### src/rtl/exc_frame_pkg.sv
package exc_frame_pkg;

  typedef enum logic [1:0] {
    OP_EXC = 2'd0,
    OP_IRQ = 2'd1,
    OP_RET = 2'd2,
    OP_NONE = 2'd3
  } req_op_e;

  typedef enum logic [2:0] {
    ST_IDLE,
    ST_PUSH_PC,
    ST_PUSH_FMT,
    ST_FETCH,
    ST_POP_FMT,
    ST_POP_PC
  } seq_st_e;

  localparam int SR_S_BIT   = 13;
  localparam int SR_M_BIT   = 12;
  localparam int SR_IPL_LSB = 8;
  localparam int IPL_W      = 3;
  localparam int WORD_W     = 32;
  localparam int SR_W       = 16;
  localparam logic [1:0] FMT_CODE = 2'b01;

endpackage

### src/rtl/exc_frame_build.sv
module exc_frame_build
  import exc_frame_pkg::*;
#(
  parameter int NUM_W      = 8,
  parameter int TRAP_BASE  = 32,
  parameter int TRAP_COUNT = 16
) (
  input  req_op_e               op,
  input  logic [NUM_W-1:0]      exc_num,
  input  logic [WORD_W-1:0]     cur_pc,
  input  logic [SR_W-1:0]       cur_sr,
  input  logic [WORD_W-1:0]     sup_sp,
  input  logic [WORD_W-1:0]     vbr,
  input  logic [IPL_W-1:0]      irq_level,
  output logic [WORD_W-1:0]     fmt_word,
  output logic [WORD_W-1:0]     ret_pc,
  output logic [WORD_W-1:0]     sp_base,
  output logic [WORD_W-1:0]     vec_addr,
  output logic [SR_W-1:0]       entry_sr,
  output logic                  irq_ok
);
  localparam int OFF_W = NUM_W + 2;
  localparam logic [WORD_W-1:0] TRAP_LO = WORD_W'(TRAP_BASE);
  localparam logic [WORD_W-1:0] TRAP_HI = WORD_W'(TRAP_BASE + TRAP_COUNT);

  logic [OFF_W-1:0]  vec_off;
  logic [WORD_W-1:0] off_ext;
  logic [WORD_W-1:0] num_ext;
  logic              in_trap;

  assign vec_off = {exc_num, 2'b00};
  assign off_ext = {{(WORD_W-OFF_W){1'b0}}, vec_off};
  assign num_ext = {{(WORD_W-NUM_W){1'b0}}, exc_num};
  assign in_trap = (num_ext >= TRAP_LO) && (num_ext < TRAP_HI);

  assign fmt_word = {FMT_CODE, sup_sp[1:0], 28'd0}
                  | (off_ext << 16)
                  | {16'd0, cur_sr};
  assign ret_pc   = (op == OP_EXC && in_trap) ? cur_pc + 32'd2 : cur_pc;
  assign sp_base  = {sup_sp[WORD_W-1:2], 2'b00};
  assign vec_addr = vbr + off_ext;
  assign irq_ok   = irq_level > cur_sr[SR_IPL_LSB +: IPL_W];

  always_comb begin
    entry_sr = cur_sr;
    entry_sr[SR_S_BIT] = 1'b1;
    if (op == OP_IRQ) begin
      entry_sr[SR_M_BIT] = 1'b0;
      entry_sr[SR_IPL_LSB +: IPL_W] = irq_level;
    end
  end

endmodule

### src/rtl/exc_frame_unpack.sv
module exc_frame_unpack
  import exc_frame_pkg::*;
(
  input  logic [WORD_W-1:0] frame_sp,
  input  logic [1:0]        align_bits,
  output logic [WORD_W-1:0] rest_sp
);
  assign rest_sp = (frame_sp | {{(WORD_W-2){1'b0}}, align_bits}) + 32'd8;
endmodule

### src/rtl/exc_frame_fsm.sv
module exc_frame_fsm
  import exc_frame_pkg::*;
(
  input  logic              clk,
  input  logic              rst,
  input  logic              req_valid,
  input  req_op_e           op,
  input  logic              irq_ok,
  input  logic [WORD_W-1:0] fmt_word,
  input  logic [WORD_W-1:0] ret_pc,
  input  logic [WORD_W-1:0] sp_base,
  input  logic [WORD_W-1:0] vec_addr,
  input  logic [SR_W-1:0]   entry_sr,
  input  logic [WORD_W-1:0] sup_sp,
  input  logic              mem_ack,
  input  logic [WORD_W-1:0] mem_rdata,
  output logic              mem_req,
  output logic              mem_we,
  output logic [WORD_W-1:0] mem_addr,
  output logic [WORD_W-1:0] mem_wdata,
  output logic              busy,
  output logic              done,
  output logic [WORD_W-1:0] new_pc,
  output logic [SR_W-1:0]   new_sr,
  output logic [WORD_W-1:0] new_sp
);
  seq_st_e           state;
  logic [WORD_W-1:0] lat_fmt;
  logic [WORD_W-1:0] lat_sp;
  logic [WORD_W-1:0] lat_vec;
  logic [SR_W-1:0]   lat_sr;
  logic [1:0]        lat_align;
  logic [WORD_W-1:0] rest_sp;
  logic              take_entry;
  logic              take_ret;
  logic              step;

  assign take_entry = req_valid && !busy &&
                      (op == OP_EXC || (op == OP_IRQ && irq_ok));
  assign take_ret   = req_valid && !busy && op == OP_RET;
  assign step       = mem_req && mem_ack;

  exc_frame_unpack u_unpack (
    .frame_sp   (lat_sp),
    .align_bits (lat_align),
    .rest_sp    (rest_sp)
  );

  always_ff @(posedge clk) begin
    if (rst) begin
      state     <= ST_IDLE;
      busy      <= 1'b0;
      done      <= 1'b0;
      mem_req   <= 1'b0;
      mem_we    <= 1'b0;
      mem_addr  <= '0;
      mem_wdata <= '0;
      lat_fmt   <= '0;
      lat_sp    <= '0;
      lat_vec   <= '0;
      lat_sr    <= '0;
      lat_align <= '0;
      new_pc    <= '0;
      new_sr    <= '0;
      new_sp    <= '0;
    end else begin
      done <= 1'b0;
      unique case (state)
        ST_IDLE: begin
          if (take_entry) begin
            lat_fmt   <= fmt_word;
            lat_sp    <= sp_base;
            lat_vec   <= vec_addr;
            lat_sr    <= entry_sr;
            mem_req   <= 1'b1;
            mem_we    <= 1'b1;
            mem_addr  <= sp_base - 32'd4;
            mem_wdata <= ret_pc;
            busy      <= 1'b1;
            state     <= ST_PUSH_PC;
          end else if (take_ret) begin
            lat_sp    <= sup_sp;
            mem_req   <= 1'b1;
            mem_we    <= 1'b0;
            mem_addr  <= sup_sp;
            busy      <= 1'b1;
            state     <= ST_POP_FMT;
          end
        end
        ST_PUSH_PC: if (step) begin
          mem_addr  <= lat_sp - 32'd8;
          mem_wdata <= lat_fmt;
          state     <= ST_PUSH_FMT;
        end
        ST_PUSH_FMT: if (step) begin
          mem_we    <= 1'b0;
          mem_addr  <= lat_vec;
          state     <= ST_FETCH;
        end
        ST_FETCH: if (step) begin
          mem_req <= 1'b0;
          new_pc  <= mem_rdata;
          new_sr  <= lat_sr;
          new_sp  <= lat_sp - 32'd8;
          busy    <= 1'b0;
          done    <= 1'b1;
          state   <= ST_IDLE;
        end
        ST_POP_FMT: if (step) begin
          lat_align <= mem_rdata[29:28];
          lat_sr    <= mem_rdata[SR_W-1:0];
          mem_addr  <= lat_sp + 32'd4;
          state     <= ST_POP_PC;
        end
        ST_POP_PC: if (step) begin
          mem_req <= 1'b0;
          new_pc  <= mem_rdata;
          new_sr  <= lat_sr;
          new_sp  <= rest_sp;
          busy    <= 1'b0;
          done    <= 1'b1;
          state   <= ST_IDLE;
        end
        default: state <= ST_IDLE;
      endcase
    end
  end

  // a pending request does not move until acknowledged
  p_req_hold_r10: assert property (@(posedge clk) disable iff (rst)
    mem_req && !mem_ack |=> mem_req && $stable(mem_addr) && $stable(mem_we) && $stable(mem_wdata));

  // stack writes are longword aligned
  p_push_align_r2: assert property (@(posedge clk) disable iff (rst)
    mem_req && mem_we |-> mem_addr[1:0] == 2'b00);

  // the second push carries the fixed format code
  p_fmt_code_r1: assert property (@(posedge clk) disable iff (rst)
    state == ST_PUSH_FMT && mem_req |-> mem_wdata[31:30] == 2'b01);

  // completion coincides with busy falling
  p_done_busy_r9: assert property (@(posedge clk) disable iff (rst)
    done |-> !busy && $past(busy));

  // after an entry sequence the supervisor bit is set
  p_entry_super_r4: assert property (@(posedge clk) disable iff (rst)
    state == ST_FETCH && mem_ack |=> new_sr[SR_S_BIT]);

endmodule

### src/rtl/exc_frame_seq.sv
module exc_frame_seq
  import exc_frame_pkg::*;
#(
  parameter int NUM_W      = 8,
  parameter int TRAP_BASE  = 32,
  parameter int TRAP_COUNT = 16
) (
  input  logic              clk,
  input  logic              rst,
  input  logic              req_valid,
  input  logic [1:0]        req_op,
  input  logic [NUM_W-1:0]  exc_num,
  input  logic [31:0]       cur_pc,
  input  logic [15:0]       cur_sr,
  input  logic [31:0]       sup_sp,
  input  logic [31:0]       vbr,
  input  logic [2:0]        irq_level,
  output logic              mem_req,
  output logic              mem_we,
  output logic [31:0]       mem_addr,
  output logic [31:0]       mem_wdata,
  input  logic              mem_ack,
  input  logic [31:0]       mem_rdata,
  output logic              busy,
  output logic              done,
  output logic [31:0]       new_pc,
  output logic [15:0]       new_sr,
  output logic [31:0]       new_sp
);
  req_op_e           op;
  logic [WORD_W-1:0] fmt_word;
  logic [WORD_W-1:0] ret_pc;
  logic [WORD_W-1:0] sp_base;
  logic [WORD_W-1:0] vec_addr;
  logic [SR_W-1:0]   entry_sr;
  logic              irq_ok;

  assign op = req_op_e'(req_op);

  exc_frame_build #(
    .NUM_W      (NUM_W),
    .TRAP_BASE  (TRAP_BASE),
    .TRAP_COUNT (TRAP_COUNT)
  ) u_build (
    .op        (op),
    .exc_num   (exc_num),
    .cur_pc    (cur_pc),
    .cur_sr    (cur_sr),
    .sup_sp    (sup_sp),
    .vbr       (vbr),
    .irq_level (irq_level),
    .fmt_word  (fmt_word),
    .ret_pc    (ret_pc),
    .sp_base   (sp_base),
    .vec_addr  (vec_addr),
    .entry_sr  (entry_sr),
    .irq_ok    (irq_ok)
  );

  exc_frame_fsm u_fsm (
    .clk       (clk),
    .rst       (rst),
    .req_valid (req_valid),
    .op        (op),
    .irq_ok    (irq_ok),
    .fmt_word  (fmt_word),
    .ret_pc    (ret_pc),
    .sp_base   (sp_base),
    .vec_addr  (vec_addr),
    .entry_sr  (entry_sr),
    .sup_sp    (sup_sp),
    .mem_ack   (mem_ack),
    .mem_rdata (mem_rdata),
    .mem_req   (mem_req),
    .mem_we    (mem_we),
    .mem_addr  (mem_addr),
    .mem_wdata (mem_wdata),
    .busy      (busy),
    .done      (done),
    .new_pc    (new_pc),
    .new_sr    (new_sr),
    .new_sp    (new_sp)
  );

  // an interrupt at or below the mask level never starts a sequence
  p_irq_refuse_r8: assert property (@(posedge clk) disable iff (rst)
    req_valid && req_op == 2'd1 && irq_level <= cur_sr[10:8] && !busy |=> !busy);

  // quiet outputs right after reset
  p_reset_quiet_r11: assert property (@(posedge clk)
    $past(rst) |-> !busy && !done && !mem_req);

endmodule

### config.mk
export PLATFORM = sky130hd
export DESIGN_NAME = exc_frame_seq
export DESIGN_NICKNAME = d
export VERILOG_FILES = /design/src/rtl/exc_frame_pkg.sv /design/src/rtl/exc_frame_build.sv /design/src/rtl/exc_frame_unpack.sv /design/src/rtl/exc_frame_fsm.sv /design/src/rtl/exc_frame_seq.sv
export SDC_FILE = /design/constraint.sdc
export NUM_CORES = 1
export LEC_CHECK = 0
export BUFFER_PORTS_ARGS = -buffer_cell sky130_fd_sc_hd__buf_2
export CORE_MARGIN = 8
export CORE_UTILIZATION = 50
export DETAILED_ROUTE_END_ITERATION = 6
export GPL_TIMING_DRIVEN = 0
export PLACE_DENSITY = 0.76
export SLEW_MARGIN = 20
export SYNTH_ARGS = -nofsm -noshare
export SYNTH_HDL_FRONTEND = slang
export SYNTH_SLANG_ARGS = --single-unit
### constraint.sdc
create_clock -name clk -period 2.49 [get_ports clk]
set_input_delay 0.3735 -clock clk [delete_from_list [all_inputs] [get_ports clk]]
set_output_delay 0.3735 -clock clk [all_outputs]
set_load 0.05 [all_outputs]
# After elaboration in Yosys (flattened, before gate mapping)
# Index checks and enable logic that the tools add are counted.
dict set report word_totals {
  regBits 264
  inputBits 161
  output_inout_bits 148
}
dict set report classes {
  n_addsub 6
  order_cmp 3
  eq_ne 15
  muxes 33
  bitwise_logic 4
  reduce_logical 31
}
# operator n
set ops {}
lappend ops {{2-to-1 mux 32 bit} 10}
lappend ops {{case mux 32 bit (2 select lines)} 2}
lappend ops {{case mux 32 bit (4 select lines)} 1}
lappend ops {{adder 32 x 10 -> 32 bit} 1}
lappend ops {{adder 32 x 2 -> 32 bit (second input constant)} 1}
lappend ops {{adder 32 x 3 -> 32 bit (second input constant)} 1}
lappend ops {{adder 32 x 4 -> 32 bit (second input constant)} 1}
lappend ops {{2-to-1 mux 16 bit} 2}
lappend ops {{bitwise OR 32 x 16 -> 32 bit} 1}
lappend ops {{bitwise OR 32 x 2 -> 32 bit} 1}
lappend ops {{case mux 16 bit (2 select lines)} 1}
lappend ops {{subtractor 32 x 3 -> 32 bit (second input constant)} 1}
lappend ops {{subtractor 32 x 4 -> 32 bit (second input constant)} 1}
lappend ops {{bitwise OR 31 x 26 -> 31 bit} 1}
lappend ops {{2-to-1 mux 3 bit} 7}
lappend ops {{case mux 3 bit (5 select lines)} 1}
lappend ops {{AND reduction 3 bit} 5}
lappend ops {{inequality test 2 x 1 -> 1 bit (second input constant)} 7}
lappend ops {{nonzero test 2 bit} 6}
lappend ops {{AND reduction 5 bit} 2}
lappend ops {{>= comparator 8 x 6 -> 1 bit (second input constant)} 1}
lappend ops {{< comparator 8 x 6 -> 1 bit (second input constant)} 1}
lappend ops {{AND reduction 2 bit} 4}
lappend ops {{logical AND 1 bit} 7}
lappend ops {{16 further kinds} 26}

# Logic depth before layout (Yosys ltp)
dict set report logic_depth {
  ltp_word 6
  depth_mapped 11
}

# Hierarchy
# From an unflattened synthesis, not the netlist that was laid out.
dict set report unflattened {
  cells_unflattened 2139
  hier_area_um2 15715.1
}
# module instances cells_per_inst area_per_inst_um2
set modules_own_cells {}
lappend modules_own_cells {exc_frame_fsm 1 1749 12985.0}
lappend modules_own_cells {exc_frame_build 1 310 2123.3}
lappend modules_own_cells {exc_frame_unpack 1 80 606.8}

# Worst setup path after synthesis
# No wires, ideal clock.
dict set report synth_path {
  path_kind {input to register}
  from {in exc_num[6]}
  to {reg u_fsm.mem_wdata[24]}
  t_arrival_ns 2.408
  required_time_ns 2.348
  slack_ns -0.060
  path_stages 8
  path_buffers 2
  cell_sequence {or4_1 -> buf_2 -> or4_4 -> buf_6 -> or3_4 -> o21a_1 -> nor3_1 -> a311oi_1}
}
dict set report synth_via {
  elab_chain_len 6
  elab_cells_between_ends 7
  classes_between {order compare (2); mux (3); reduce/logical (2)}
}
# element line
set synth_rtl {}
lappend synth_rtl {{start, declared} exc_frame_seq.sv:12} ;# input logic [NUM_W-1:0] exc_num,
lappend synth_rtl {{>= comparator 8 x 6 -> 1 bit / < comparator 8 x 6 -> 1 bit (equally long branches)} exc_frame_build.sv:34} ;# assign in_trap = (num_ext >= TRAP_LO) && (num_ext < TRAP_HI);
lappend synth_rtl {{logical AND 1 bit (*)} exc_frame_build.sv:34}
lappend synth_rtl {{logical AND 1 bit (*)} exc_frame_build.sv:39} ;# assign ret_pc = (op == OP_EXC && in_trap) ? cur_pc + 32'd2 : cur_pc;
lappend synth_rtl {{2-to-1 mux 32 bit (*)} exc_frame_build.sv:39}
lappend synth_rtl {{2-to-1 mux 32 bit (*)} exc_frame_fsm.sv:70} ;# if (take_entry) begin
lappend synth_rtl {{case mux 32 bit (2 select lines) (*)} exc_frame_fsm.sv:68} ;# unique case (state)
lappend synth_rtl {{end signal, assigned} exc_frame_fsm.sv:78} ;# mem_wdata <= ret_pc;
lappend synth_rtl {{end signal, assigned} exc_frame_fsm.sv:92} ;# mem_wdata <= lat_fmt;
lappend synth_rtl {{end, declared} exc_frame_fsm.sv:20} ;# output logic [WORD_W-1:0] mem_wdata,
# Mark *: on every way between the ends. The rest lies on a longest branch, timed or not. The select of a mux whose other input is x is not followed.
# A chain may end at the register's enable or synchronous reset.

# Worst setup path in the final report
dict set report layout_path {
  from {reg u_fsm.lat_sp[3]}
  to {reg u_fsm.new_sp[30]}
}
dict set report layout_via {
  elab_chain_len 4
  elab_cells_between_ends 6
  classes_between {add/sub (2); mux (3); bitwise (1)}
}
# element line
set layout_rtl {}
lappend layout_rtl {{start, declared} exc_frame_fsm.sv:29} ;# logic [WORD_W-1:0] lat_sp;
lappend layout_rtl {{start signal, assigned} exc_frame_fsm.sv:72} ;# lat_sp <= sp_base;
lappend layout_rtl {{start signal, assigned} exc_frame_fsm.sv:82} ;# lat_sp <= sup_sp;
lappend layout_rtl {{bitwise OR 32 x 2 -> 32 bit} exc_frame_unpack.sv:8} ;# assign rest_sp = (frame_sp | {{(WORD_W-2){1'b0}}, align_bits}) + 32'd8;
lappend layout_rtl {{adder 32 x 4 -> 32 bit} exc_frame_unpack.sv:8}
lappend layout_rtl {{2-to-1 mux 32 bit} exc_frame_fsm.sv:115} ;# ST_POP_PC: if (step) begin
lappend layout_rtl {{case mux 32 bit (2 select lines) (*)} exc_frame_fsm.sv:68}
lappend layout_rtl {{end signal, assigned} exc_frame_fsm.sv:104} ;# new_sp <= lat_sp - 32'd8;
lappend layout_rtl {{end signal, assigned} exc_frame_fsm.sv:119} ;# new_sp <= rest_sp;
lappend layout_rtl {{end, declared} exc_frame_fsm.sv:25} ;# output logic [WORD_W-1:0] new_sp
# Marked as above.

==> summary.txt <==
Timing
  – Final hold violation count: 0
  – Pin slew with the least headroom to its limit: 1100 ps
  – Final critical-path share of the clock period: 105%
  – Setup WS post-layout: -116 ps
  – Relative slew slack: 26.9%
  – Setup tns final: -774 ps
  – Maximum clock frequency: 0.384 GHz
  – Clock Skew: 12.1 ps
  – Final setup vio count: 10
  – Crit path time final: 2610 ps
  – Pins Over Slew Limit: 0
  – RSZ-0062 raised after global routing: yes

Cells and area
  – Share of cells above drive strength 1: 24.6%
  – Area Growth Syn to Fin: 26.5%
  – Design area: 18200 um2
  – Most common cell after layout, fill and taps aside: nand2_1
  – Final Non-Filler Cells: 2679
  – Commonest non-fill, non-tap cells in the layout: nand2_1, buf_2, dfxtp_1
  – Fillers: 2653
  – Total Nets Final: 2448

Routing
  – Via count: 16395
  – Routed vias/inst: 6.12
  – Post-DR wirelength/cell: 22.5 um
  – Wirelength, routed: 60400 um
  – DR pass1 iterations: 6
  – DRC marker count from the first detailed-route iteration: 1951
  – DRC: 0
  – Routed Antenna Nets: 0

Yosys
  – Flops & latches, synth: 259
  – Synth warnings: 0
  – Async set-reset flop share out of synthesis: 0%
  – Sequential area share after synthesis: 36.0%
  – Top_reg_cell synth: dfxtp_1
  – Syn Area/Cell: 7.53 um2
  – Synth unique cells: 73
  – Post-synth EDFFs: 0
  – Mapped Nets: 2091
  – Syn Std Cell Area: 14400 um2
  – Mapped Cells: 1913

Worst setup path
  – Worst EP arrival: 3080 ps
  – Crit path top cell by count: or4_4
  – Setup crit end kind: register
  – Crit Path Category: register to register
  – Crit-path slowest cell: or4_4
  – Critical path cell sequence: or4_4 -> or4_4 -> buf_12 -> nor4_1 -> or3_1 -> nand3_1 -> a21oi_1
  – Worst endpoint required time: 2970 ps
  – Worst Path Max Fanout: 9
  – CP peak stage delay: 580 ps
  – Crit path launch type: register

Floorplan
  – IO Pins: 309
  – Die Ht: 186 um
  – Core ar.: 28500 um2
  – Die Wd: 186 um
  – Die ar.: 34500 um2
  – Initial core utilization: 50.5%
  – Num rows: 62

Clock tree
  – Worst skew pair latency: 550 ps
  – TritonCTS clock tree: done
  – H-tree depth: 1
  – TritonCTS Sinks: 259
  – Root buf cell: clkbuf_16
  – Inserted Clock Buffers: 28
  – Clock Path Buffers: 3
  – Worst-path clk slew: 60 ps

Placement
  – DPL Wire Length: 46400 um
  – PortBufs: 305
  – Final GP Congestion: 0.963
  – Dpl cells: 2602
  – Area after DPL: 16400 um2

Global route
  – Met3 usage: 7.46%
  – Total GRT Usage: 33.4%
  – First-pass GRT wire length: 89100 um
  – GRT busiest layer: met2
  – Congestion Overflow GR: 0
  – Antenna violations before repair: 6
  – Grt met2 use: 51.4%
  – Largest net degree at the start of global routing: 16
  – Met1 Use GR: 45.5%
  – Vias in the first global route: 15227

Power and ir drop
  – Power Dens Cells: 1010 nW/um2
  – Pleak: 7.12 nW
  – VDD IR-drop max: 0.623 mV

Hold path
  – Hold crit path type: input pin to register

Run status
  – Outcome: complete, but fails checks
  – Violated checks: negative setup slack

Run
  – Max_cap viols: 0
-- where the power goes --
| part | total, mW | leakage, nW | switching [mW] | internal (mW) |
|---|---|---|---|---|
| combinational | 8.63 | 4.54 | 5.83 | 2.80 |
| sequential | 5.31 | 2.11 | 0.554 | 4.76 |
| clock | 4.38 | 0.470 | 1.79 | 2.59 |
-- worst max-delay path, delay by kind of cell, from the launching register on --
family                 cells  cell delay [ps]
AND/OR/NAND/NOR            5             1830
buffers and inverters      1              170
flip-flops                 1              370
AO/OA/AOI/OAI              1              160
-- flip-flops by register name, indices dropped and copies added (netlist names) --
signal,count
u_fsm.mem_we,1
u_fsm.new_sp,32
u_fsm.lat_align,2
u_fsm.new_sr,16
u_fsm.lat_sp,32
u_fsm.mem_wdata,32
u_fsm.new_pc,32
u_fsm.state,3
u_fsm.lat_fmt,27
u_fsm.lat_vec,32
u_fsm.mem_addr,32
u_fsm.lat_sr,16
u_fsm.done,1
u_fsm.mem_req,1
-- synthesized netlist by cell type, drive strengths merged, types with 4 or more instances --
cell type / instances / area, um2
nand2: 394 / 1480
clkbuf: 130 / 488
a31o: 5 / 43.8
a21o: 5 / 37.5
and3: 15 / 93.8
nor2b: 5 / 31.3
or3: 23 / 149
or3b: 4 / 35.0
nor2: 128 / 480
or2: 6 / 37.5
nand4: 20 / 125
a211o: 7 / 61.3
and4: 8 / 70.1
nand3b: 18 / 135
nor4b: 5 / 50.0
o21a: 7 / 52.6
o31ai: 8 / 60.1
buf: 26 / 129
o21ai: 70 / 350
a221oi: 21 / 184
a2111oi: 11 / 96.3
ha: 16 / 200
a211oi: 37 / 278
dfxtp: 259 / 5180
nor3: 62 / 327
and2: 11 / 68.8
or4: 25 / 199
a32oi: 4 / 35.0
nor4: 36 / 277
mux2i: 13 / 130
nor3b: 11 / 82.6
a311oi: 39 / 342
o31a: 4 / 35.0
inv: 31 / 116
nand2b: 7 / 43.8
o32ai: 4 / 35.0
a21oi: 188 / 941
a31oi: 7 / 43.8
xor2: 51 / 447
xnor2: 67 / 587
o211ai: 16 / 120
a22oi: 12 / 95.1
o22ai: 11 / 68.8
nand3: 55 / 275
-- logic make-up (layout without fill, tap and decap cells) --
family | count (synthesis) | count (layout) | share of synthesized area (%)
simple gates | 839 | 839 | 27.8
compound gates | 480 | 480 | 21.5
flops | 259 | 259 | 36.0
buf+inv | 187 | 566 | 5.09
xor+xnor | 118 | 118 | 7.17
fa+ha+maj | 17 | 17 | 1.53
mux | 13 | 13 | 0.903
other cells | 0 | 3 | 0
-- through the flow --
| stage | hold slack, ps | setup slack, ps | util [%] | total power, mW |
|---|---|---|---|---|
| finish | 58.9 | -116 | 63.9 | 18.3 |
| global route | 62.1 | -194 | 63.9 | 19.0 |
| CTS | 49.4 | -82.3 | 62.5 | 17.6 |
| detailed placement | 443 | -1450 | 57.6 | 12.8 |
| global placement | 436 | -1830 | 57.6 | 12.8 |
| floorplan | 432 | 13.3 | - | 10.3 |
-- per-layer routing --
| metal | vias to the layer above | part of all wire [%] |
|---|---|---|
| met4 | 6 | 4.0 |
| met1 | 7665 | 41 |
| met2 | 985 | 44 |
| met5 | - | 0.068 |
| li1 | 7572 | - |
| met3 | 167 | 11 |
-- layout make-up --
type | instances | area [um2] | area share [%]
diodes | 3 | 7.51 | 0.0412
plain buffers | 144 | 686 | 3.76
clock buffers | 39 | 813 | 4.46
clock inverters | 13 | 151 | 0.830
inverters | 31 | 116 | 0.638
multi-input cells | 1467 | 8990 | 49.3
flip-flops and latches | 259 | 5200 | 28.5
well taps | 384 | 480 | 2.64
repair buffers | 339 | 1780 | 9.77
-- worst paths after layout --
path | cells past startpoint | slack [ps] | from | endpoint
worst max register to register | 7 | -120 | u_fsm.lat_sp[3] | u_fsm.new_sp[30]
worst min-delay path | 3 | 60 | mem_rdata[19] | u_fsm.new_pc[19]
worst min register to register | 2 | 450 | u_fsm.new_sp[8] | u_fsm.new_sp[8]
worst max-delay path | 7 | -120 | u_fsm.lat_sp[3] | u_fsm.new_sp[30]
-- what timing repair did --
item | in CTS | in global routing
setup buffers | 16 | 18
endpoints found under the setup margin | 250 | 164
gates resized for setup | 112 | 91
hold buffers | 0 | 0
pin swaps | 9 | 16
Note: power is estimated with default switching activity, not from simulation.
